==> config.mk <==
export PLATFORM = sky130hd
export DESIGN_NAME = dpot_spi_ctrl
export DESIGN_NICKNAME = d
export VERILOG_FILES = /design/src/rtl/dpot_pkg.sv /design/src/rtl/dpot_sync.sv /design/src/rtl/dpot_shifter.sv /design/src/rtl/dpot_regs.sv /design/src/rtl/dpot_spi_ctrl.sv
export SDC_FILE = /design/constraint.sdc
export NUM_CORES = 1
export LEC_CHECK = 0
export ABC_AREA = 1
export BUFFER_PORTS_ARGS = -buffer_cell sky130_fd_sc_hd__buf_4
export CORE_ASPECT_RATIO = 1.5
export CORE_MARGIN = 2
export CORE_UTILIZATION = 62
export CTS_BUF_LIST = sky130_fd_sc_hd__clkbuf_8
export DETAILED_ROUTE_END_ITERATION = 16
export GPL_TIMING_DRIVEN = 0
export PLACE_DENSITY = 0.8
export SYNTH_ARGS = -nofsm -noshare
export SYNTH_HDL_FRONTEND = slang
export SYNTH_HIERARCHICAL = 1
export SYNTH_SLANG_ARGS = --single-unit
==> constraint.sdc <==
create_clock -name clk_i -period 4.7 [get_ports clk_i]
set_input_delay 0.235 -clock clk_i [delete_from_list [all_inputs] [get_ports clk_i]]
set_output_delay 0.235 -clock clk_i [all_outputs]
set_load 0.01 [all_outputs]
==> src/rtl/dpot_pkg.sv <==
package dpot_pkg;
  localparam int DW      = 8;
  localparam int AW      = 5;
  localparam int OPW     = 3;
  localparam int FRAME_W = OPW + AW + DW;

  localparam logic [AW-1:0]  CTRL_ADDR   = 5'h10;
  localparam logic [DW-1:0]  CTRL_RESET  = 8'h40;
  localparam logic [DW-1:0]  CTRL_MASK   = 8'h42;
  localparam logic [DW-1:0]  WIPER_RESET = 8'h80;
  localparam logic [OPW-1:0] READ_TAG    = 3'b111;
  localparam int             SHDN_BIT    = 6;
  localparam int             OD_BIT      = 1;

  typedef enum logic [OPW-1:0] {
    OP_NOP     = 3'b000,
    OP_CTRL_RD = 3'b001,
    OP_CTRL_WR = 3'b011,
    OP_RD      = 3'b100,
    OP_WR      = 3'b110
  } op_e;
endpackage

==> src/rtl/dpot_sync.sv <==
module dpot_sync #(
  parameter int          W       = 1,
  parameter int          STAGES  = 2,
  parameter logic [W-1:0] RST_VAL = '0
) (
  input  logic         clk_i,
  input  logic         rst_ni,
  input  logic [W-1:0] d_i,
  output logic [W-1:0] q_o
);
  logic [W-1:0] stg_q [STAGES];

  always_ff @(posedge clk_i or negedge rst_ni) begin
    if (!rst_ni) begin
      for (int i = 0; i < STAGES; i++) stg_q[i] <= RST_VAL;
    end else begin
      stg_q[0] <= d_i;
      for (int i = 1; i < STAGES; i++) stg_q[i] <= stg_q[i-1];
    end
  end

  assign q_o = stg_q[STAGES-1];
endmodule

==> src/rtl/dpot_shifter.sv <==
module dpot_shifter
  import dpot_pkg::*;
#(
  parameter int FW = FRAME_W
) (
  input  logic          clk_i,
  input  logic          rst_ni,
  input  logic          sck_s_i,
  input  logic          cs_s_i,
  input  logic          sdi_s_i,
  input  logic          rd_load_i,
  input  logic [FW-1:0] rd_word_i,
  output logic          exec_o,
  output logic [FW-1:0] frame_o,
  output logic          active_o,
  output logic          sdo_bit_o
);
  localparam int CW = $clog2(FW + 1);
  localparam logic [CW-1:0] FULL = CW'(FW);

  logic          sck_d_q, cs_d_q;
  logic          armed_q;
  logic [CW-1:0] cnt_q;
  logic [FW-1:0] sh_q;
  logic          sdo_q;
  logic          sck_rise, sck_fall, cs_fall, cs_rise;

  assign sck_rise = sck_s_i & ~sck_d_q;
  assign sck_fall = ~sck_s_i & sck_d_q;
  assign cs_fall  = ~cs_s_i & cs_d_q;
  assign cs_rise  = cs_s_i & ~cs_d_q;

  // executes only a frame that was armed by a select fall and saw a full count
  assign exec_o = cs_rise & armed_q & (cnt_q == FULL);

  always_ff @(posedge clk_i or negedge rst_ni) begin
    if (!rst_ni) begin
      sck_d_q <= 1'b0;
      cs_d_q  <= 1'b0;
      armed_q <= 1'b0;
      cnt_q   <= '0;
      sh_q    <= '0;
      sdo_q   <= 1'b0;
    end else begin
      sck_d_q <= sck_s_i;
      cs_d_q  <= cs_s_i;
      if (cs_fall) begin
        armed_q <= 1'b1;
        cnt_q   <= '0;
        sdo_q   <= sh_q[FW-1];
      end else if (cs_rise) begin
        armed_q <= 1'b0;
        if (exec_o && rd_load_i) sh_q <= rd_word_i;
      end else if (armed_q) begin
        if (sck_rise) begin
          sh_q <= {sh_q[FW-2:0], sdi_s_i};
          if (cnt_q != FULL) cnt_q <= cnt_q + 1'b1;
        end
        if (sck_fall) sdo_q <= sh_q[FW-1];
      end
    end
  end

  assign frame_o   = sh_q;
  assign active_o  = armed_q;
  assign sdo_bit_o = sdo_q;


  cnt_range_chk: assert property (@(posedge clk_i) disable iff (!rst_ni)
    cnt_q <= FULL);

  exec_pulse_chk: assert property (@(posedge clk_i) disable iff (!rst_ni)
    exec_o |=> !exec_o);

  idle_hold_chk: assert property (@(posedge clk_i) disable iff (!rst_ni)
    (!armed_q && !cs_fall) |=> $stable(sh_q));
endmodule

==> src/rtl/dpot_regs.sv <==
module dpot_regs
  import dpot_pkg::*;
#(
  parameter int N_WIPER = 2,
  parameter int FW      = FRAME_W
) (
  input  logic                  clk_i,
  input  logic                  rst_ni,
  input  logic                  exec_i,
  input  logic [FW-1:0]         frame_i,
  output logic [N_WIPER*DW-1:0] wiper_o,
  output logic                  shutdown_o,
  output logic                  od_o,
  output logic                  rd_load_o,
  output logic [FW-1:0]         rd_word_o
);
  logic [OPW-1:0] op;
  logic [AW-1:0]  addr;
  logic [DW-1:0]  data;
  logic           wr_en, rd_en;
  logic [AW-1:0]  wr_addr, rd_addr;
  logic [DW-1:0]  rd_data;
  logic [DW-1:0]  ctrl_q;
  logic [DW-1:0]  wiper_q [N_WIPER];

  assign op   = frame_i[FW-1 -: OPW];
  assign addr = frame_i[DW +: AW];
  assign data = frame_i[DW-1:0];

  always_comb begin
    wr_en   = 1'b0;
    rd_en   = 1'b0;
    wr_addr = addr;
    rd_addr = addr;
    case (op)
      OP_CTRL_RD: begin rd_en = 1'b1; rd_addr = CTRL_ADDR; end
      OP_CTRL_WR: begin wr_en = 1'b1; wr_addr = CTRL_ADDR; end
      OP_RD:      rd_en = 1'b1;
      OP_WR:      wr_en = 1'b1;
      default: ;
    endcase
  end

  for (genvar g = 0; g < N_WIPER; g++) begin : g_wiper
    always_ff @(posedge clk_i or negedge rst_ni) begin
      if (!rst_ni)                                 wiper_q[g] <= WIPER_RESET;
      else if (exec_i && wr_en && wr_addr == AW'(g)) wiper_q[g] <= data;
    end
    assign wiper_o[g*DW +: DW] = wiper_q[g];
  end

  always_ff @(posedge clk_i or negedge rst_ni) begin
    if (!rst_ni)                                    ctrl_q <= CTRL_RESET;
    else if (exec_i && wr_en && wr_addr == CTRL_ADDR) ctrl_q <= data & CTRL_MASK;
  end

  always_comb begin
    rd_data = '0;
    if (rd_addr == CTRL_ADDR) rd_data = ctrl_q;
    for (int i = 0; i < N_WIPER; i++)
      if (rd_addr == AW'(i)) rd_data = wiper_q[i];
  end

  assign rd_load_o  = rd_en;
  assign rd_word_o  = {READ_TAG, rd_addr, rd_data};
  assign shutdown_o = ~ctrl_q[SHDN_BIT];
  assign od_o       = ctrl_q[OD_BIT];


  wiper_hold_chk: assert property (@(posedge clk_i) disable iff (!rst_ni)
    !exec_i |=> $stable(wiper_o));

  ctrl_hold_chk: assert property (@(posedge clk_i) disable iff (!rst_ni)
    !exec_i |=> ($stable(shutdown_o) && $stable(od_o)));

  bad_op_chk: assert property (@(posedge clk_i) disable iff (!rst_ni)
    (exec_i && (op == 3'b010 || op == 3'b101 || op == 3'b111))
      |=> ($stable(wiper_o) && $stable(shutdown_o) && $stable(od_o)));
endmodule

==> src/rtl/dpot_spi_ctrl.sv <==
module dpot_spi_ctrl
  import dpot_pkg::*;
#(
  parameter int N_WIPER     = 2,
  parameter int SYNC_STAGES = 2
) (
  input  logic                  clk_i,
  input  logic                  rst_ni,
  input  logic                  sck_i,
  input  logic                  cs_ni,
  input  logic                  sdi_i,
  output logic                  sdo_o,
  output logic                  sdo_oe_o,
  output logic [N_WIPER*DW-1:0] wiper_o,
  output logic                  shutdown_o
);
  logic [2:0]         pins_s;
  logic               exec, active, sdo_bit, od, rd_load;
  logic [FRAME_W-1:0] frame, rd_word;

  // select resets low so a select held low through reset never arms a frame
  dpot_sync #(.W(3), .STAGES(SYNC_STAGES), .RST_VAL(3'b000)) u_sync (
    .clk_i  (clk_i),
    .rst_ni (rst_ni),
    .d_i    ({sck_i, cs_ni, sdi_i}),
    .q_o    (pins_s)
  );

  dpot_shifter #(.FW(FRAME_W)) u_shift (
    .clk_i     (clk_i),
    .rst_ni    (rst_ni),
    .sck_s_i   (pins_s[2]),
    .cs_s_i    (pins_s[1]),
    .sdi_s_i   (pins_s[0]),
    .rd_load_i (rd_load),
    .rd_word_i (rd_word),
    .exec_o    (exec),
    .frame_o   (frame),
    .active_o  (active),
    .sdo_bit_o (sdo_bit)
  );

  dpot_regs #(.N_WIPER(N_WIPER), .FW(FRAME_W)) u_regs (
    .clk_i      (clk_i),
    .rst_ni     (rst_ni),
    .exec_i     (exec),
    .frame_i    (frame),
    .wiper_o    (wiper_o),
    .shutdown_o (shutdown_o),
    .od_o       (od),
    .rd_load_o  (rd_load),
    .rd_word_o  (rd_word)
  );

  assign sdo_o    = od ? 1'b0 : sdo_bit;
  assign sdo_oe_o = active & (od ? ~sdo_bit : 1'b1);


  cs_hiz_chk: assert property (@(posedge clk_i) disable iff (!rst_ni)
    ($past(cs_ni, 1) && $past(cs_ni, 2) && $past(cs_ni, 3) && $past(cs_ni, 4)
     && $past(cs_ni, 5)) |-> !sdo_oe_o);

  od_low_chk: assert property (@(posedge clk_i) disable iff (!rst_ni)
    (od && sdo_oe_o) |-> !sdo_o);
endmodule

==> flow_summary.json <==
{
  "fin_tns_setup_ns": 0,
  "outcome": "finished clean",
  "ant_nets": 0,
  "finalCriticalPeriod_ns": 1.816,
  "p_per_area_nw_per_um2": 325.6,
  "finalSetupViolCount": 0,
  "h-tree-depth": 2,
  "yosysSeqAreaShare": 0.4570,
  "crit_path_max_fanout": 10,
  "via_per_inst": 5.308,
  "yosys_warnings": 6,
  "cts-buffers-inserted": 5,
  "dr_total_vias": 2272,
  "io_pins": 24,
  "synth_seq_cells": 49,
  "slew_headroom": 0.5957,
  "avgSynthCellArea_um2": 7.734,
  "rsz0062_at_grt": "no",
  "fin_hold_ws_ns": 0.03575,
  "synthCells": 348,
  "root_buffer": "clkbuf_8",
  "grt_overflow": 0,
  "synth_area_um2": 2691,
  "critPathLaunchType": "register",
  "diodes": 0,
  "final_hold_viol_count": 0,
  "insertion_delay_ns": 0.30,
  "synthToLayoutAreaGrowth_pct": 13.34,
  "path_clk_slew_ns": 0.09,
  "placement.io_buffers": 23,
  "clock_skew_ns": 0.01153,
  "gp_congestion": 0.8142,
  "path_class": "reg -> reg",
  "required_ns": 4.90,
  "layout.nets": 391,
  "grtUsageTotal": 0.2466,
  "drive_gt1_frac": 0.1937,
  "nFillCells": 357,
  "initial_core_util": 0.6394,
  "die_w_um": 57.80,
  "power_leakage_nw": 1.718,
  "die_h_um": 84.70,
  "core_area_um2": 4209,
  "cts_sinks": 49,
  "max-clock-path-buffers": 2,
  "final_util": 0.7247,
  "tightest_slew_ns": 0.6065,
  "drt_iter0_markers": 114,
  "post-route-period-util": 0.3863,
  "wire_per_inst_um": 13.00,
  "cts_resized": 0,
  "drt_wl_total_mm": 5.565,
  "slew_viol_final": 0,
  "cts_tree": "done",
  "hpwl_mm": 3.820,
  "grt_max_degree": 50,
  "drt-pass1-iter-count": 6,
  "grt_pass1_vias": 2126,
  "finalPower_mw": 0.9932,
  "grt_pass1_wl_mm": 9.390,
  "design.die.area_um2": 4895,
  "arrival_ns": 2.01,
  "ir_drop_v": 0.0003323,
  "cap_violations": 0,
  "drc": 0,
  "hold_path_class": "in -> reg",
  "end_kind": "register",
  "yosys.cell_types.count": 30,
  "antenna_found_initial": 0,
  "max_clock_freq_mhz": 550.8,
  "rows": 29
}
-- timing repair --
action | CTS | global route
hold buffers | 1 | 0
hold endpoints to repair | 46 | 0
setup buffers | 0 | 0
-- path summary, 6_finish.rpt --
path | slack [ns] | startpoint | end | cells past startpoint
max | 2.88 | u_shift/cs_d_q | u_regs/wiper_o[1] | 11
min | 0.04 | cs_ni | u_sync/stg_q[4] | 1
max reg2reg | 2.88 | u_shift/cs_d_q | u_regs/wiper_o[1] | 11
min reg2reg | 0.36 | u_sync/stg_q[3] | u_sync/q_o[0] | 0
max in group asynchronous | 3.80 | rst_ni | u_shift/frame_o[12] | 2
min in group asynchronous | 0.48 | rst_ni | u_shift/frame_o[9] | 2
-- power breakdown --
group,internal [mW],switching [mW]
logic,0.0706,0.118
clock network,0.158,0.138
registers,0.461,0.0482
-- cell usage after synthesis --
library cell,instances,area share
buf_4,7,0.020
dfrtp_1,46,0.43
nand2_2,2,0.0046
nor2_4,1,0.0042
nand2_1,171,0.24
o21ai_1,3,0.0056
buf_6,5,0.021
nand3_1,35,0.065
ha_1,5,0.023
nor2_1,10,0.014
o21ai_0,1,0.0019
buf_2,2,0.0037
conb_1,1,0.0014
inv_1,21,0.029
nand3_2,7,0.026
a21oi_1,4,0.0074
a31oi_1,1,0.0023
nand4_2,1,0.0046
nand3_4,2,0.013
nand2_4,3,0.013
nand4_1,2,0.0046
inv_2,5,0.0070
nor2_8,1,0.0074
inv_4,1,0.0023
nor2_2,3,0.0070
clkbuf_1,1,0.0014
dfstp_2,3,0.029
nand3b_1,1,0.0028
xor2_1,2,0.0065
a21oi_4,1,0.0060
-- cells by family (layout without fill, tap and decap cells) --
family,after synthesis,in the layout,share of synthesized area
fa+ha+maj,5,5,0.02325
compound gates,10,10,0.02325
flops,49,49,0.4570
buf+inv,42,74,0.08415
other cells,1,3,0.001393
xor+xnor,2,2,0.006510
simple gates,239,239,0.4045
-- per-stage QoR --
step / worst slack, ns / instances / instance area [um^2]
6_report: 2.885 / 428 / 3050
5_1_grt: 2.726 / 428 / 3050
2_1_floorplan: 3.147 / 350 / 2699
3_5_place_dp: 2.924 / 419 / 2929
4_1_cts: 2.864 / 428 / 3050
3_3_place_gp: 2.981 / 419 / 2929
-- state kept, by name (all words and copies together) (netlist names) --
signal	count
u_regs/ctrl_q	2
u_regs/wiper_o	16
u_shift/cnt_q	5
u_shift/frame_o	16
u_sync/q_o	3
u_shift/cs_d_q	1
u_sync/stg_q	3
u_shift/active_o	1
u_shift/sck_d_q	1
u_shift/sdo_bit_o	1
-- metal layers --
layer,vias to the layer above,GRT usage,share of wire
li1,1139,-,-
met1,1063,0.3040,0.41
met2,66,0.4256,0.52
met3,4,0.04622,0.052
met4,0,0.08245,0.012
met5,-,0,0
-- area by class of cell --
type	count	area, um^2	share of cell area
Sequential cell	49	1230	0.4032
Tap cell	46	57.56	0.01887
Clock buffer	5	68.82	0.02256
Multi-Input combinational cell	259	1242	0.4073
Clock inverter	3	42.54	0.01395
Buffer	15	122.6	0.04020
Timing Repair Buffer	24	182.7	0.05988
Inverter	27	103.9	0.03404
-- layout by cell type (no fill, tap or decap), drive strengths merged --
| cell type | n |
|---|---|
| nand2 | 176 |
| dfrtp | 46 |
| nand3 | 44 |
| buf | 37 |
| inv | 28 |
| nor2 | 15 |
| clkbuf | 6 |
| ha | 5 |
| a21oi | 5 |
| o21ai | 4 |
| conb | 3 |
| dfstp | 3 |
| nand4 | 3 |
| xor2 | 2 |
| clkinv | 1 |
| bufinv | 1 |
| dlygate4sd3 | 1 |
| nand3b | 1 |
| a31oi | 1 |
-- worst max-delay path: stages (launching register included) --
cell and delay (ns):
dfrtp_1 0.40, inv_1 0.08, ha_1 0.16, buf_6 0.16
nand2_2 0.07, nor2_1 0.10, nand2_1 0.09, nor2_2 0.18
buf_6 0.18, nand3_4 0.15, nand2_1 0.09, nand2_1 0.05
(Power assumes the default switching activity.)
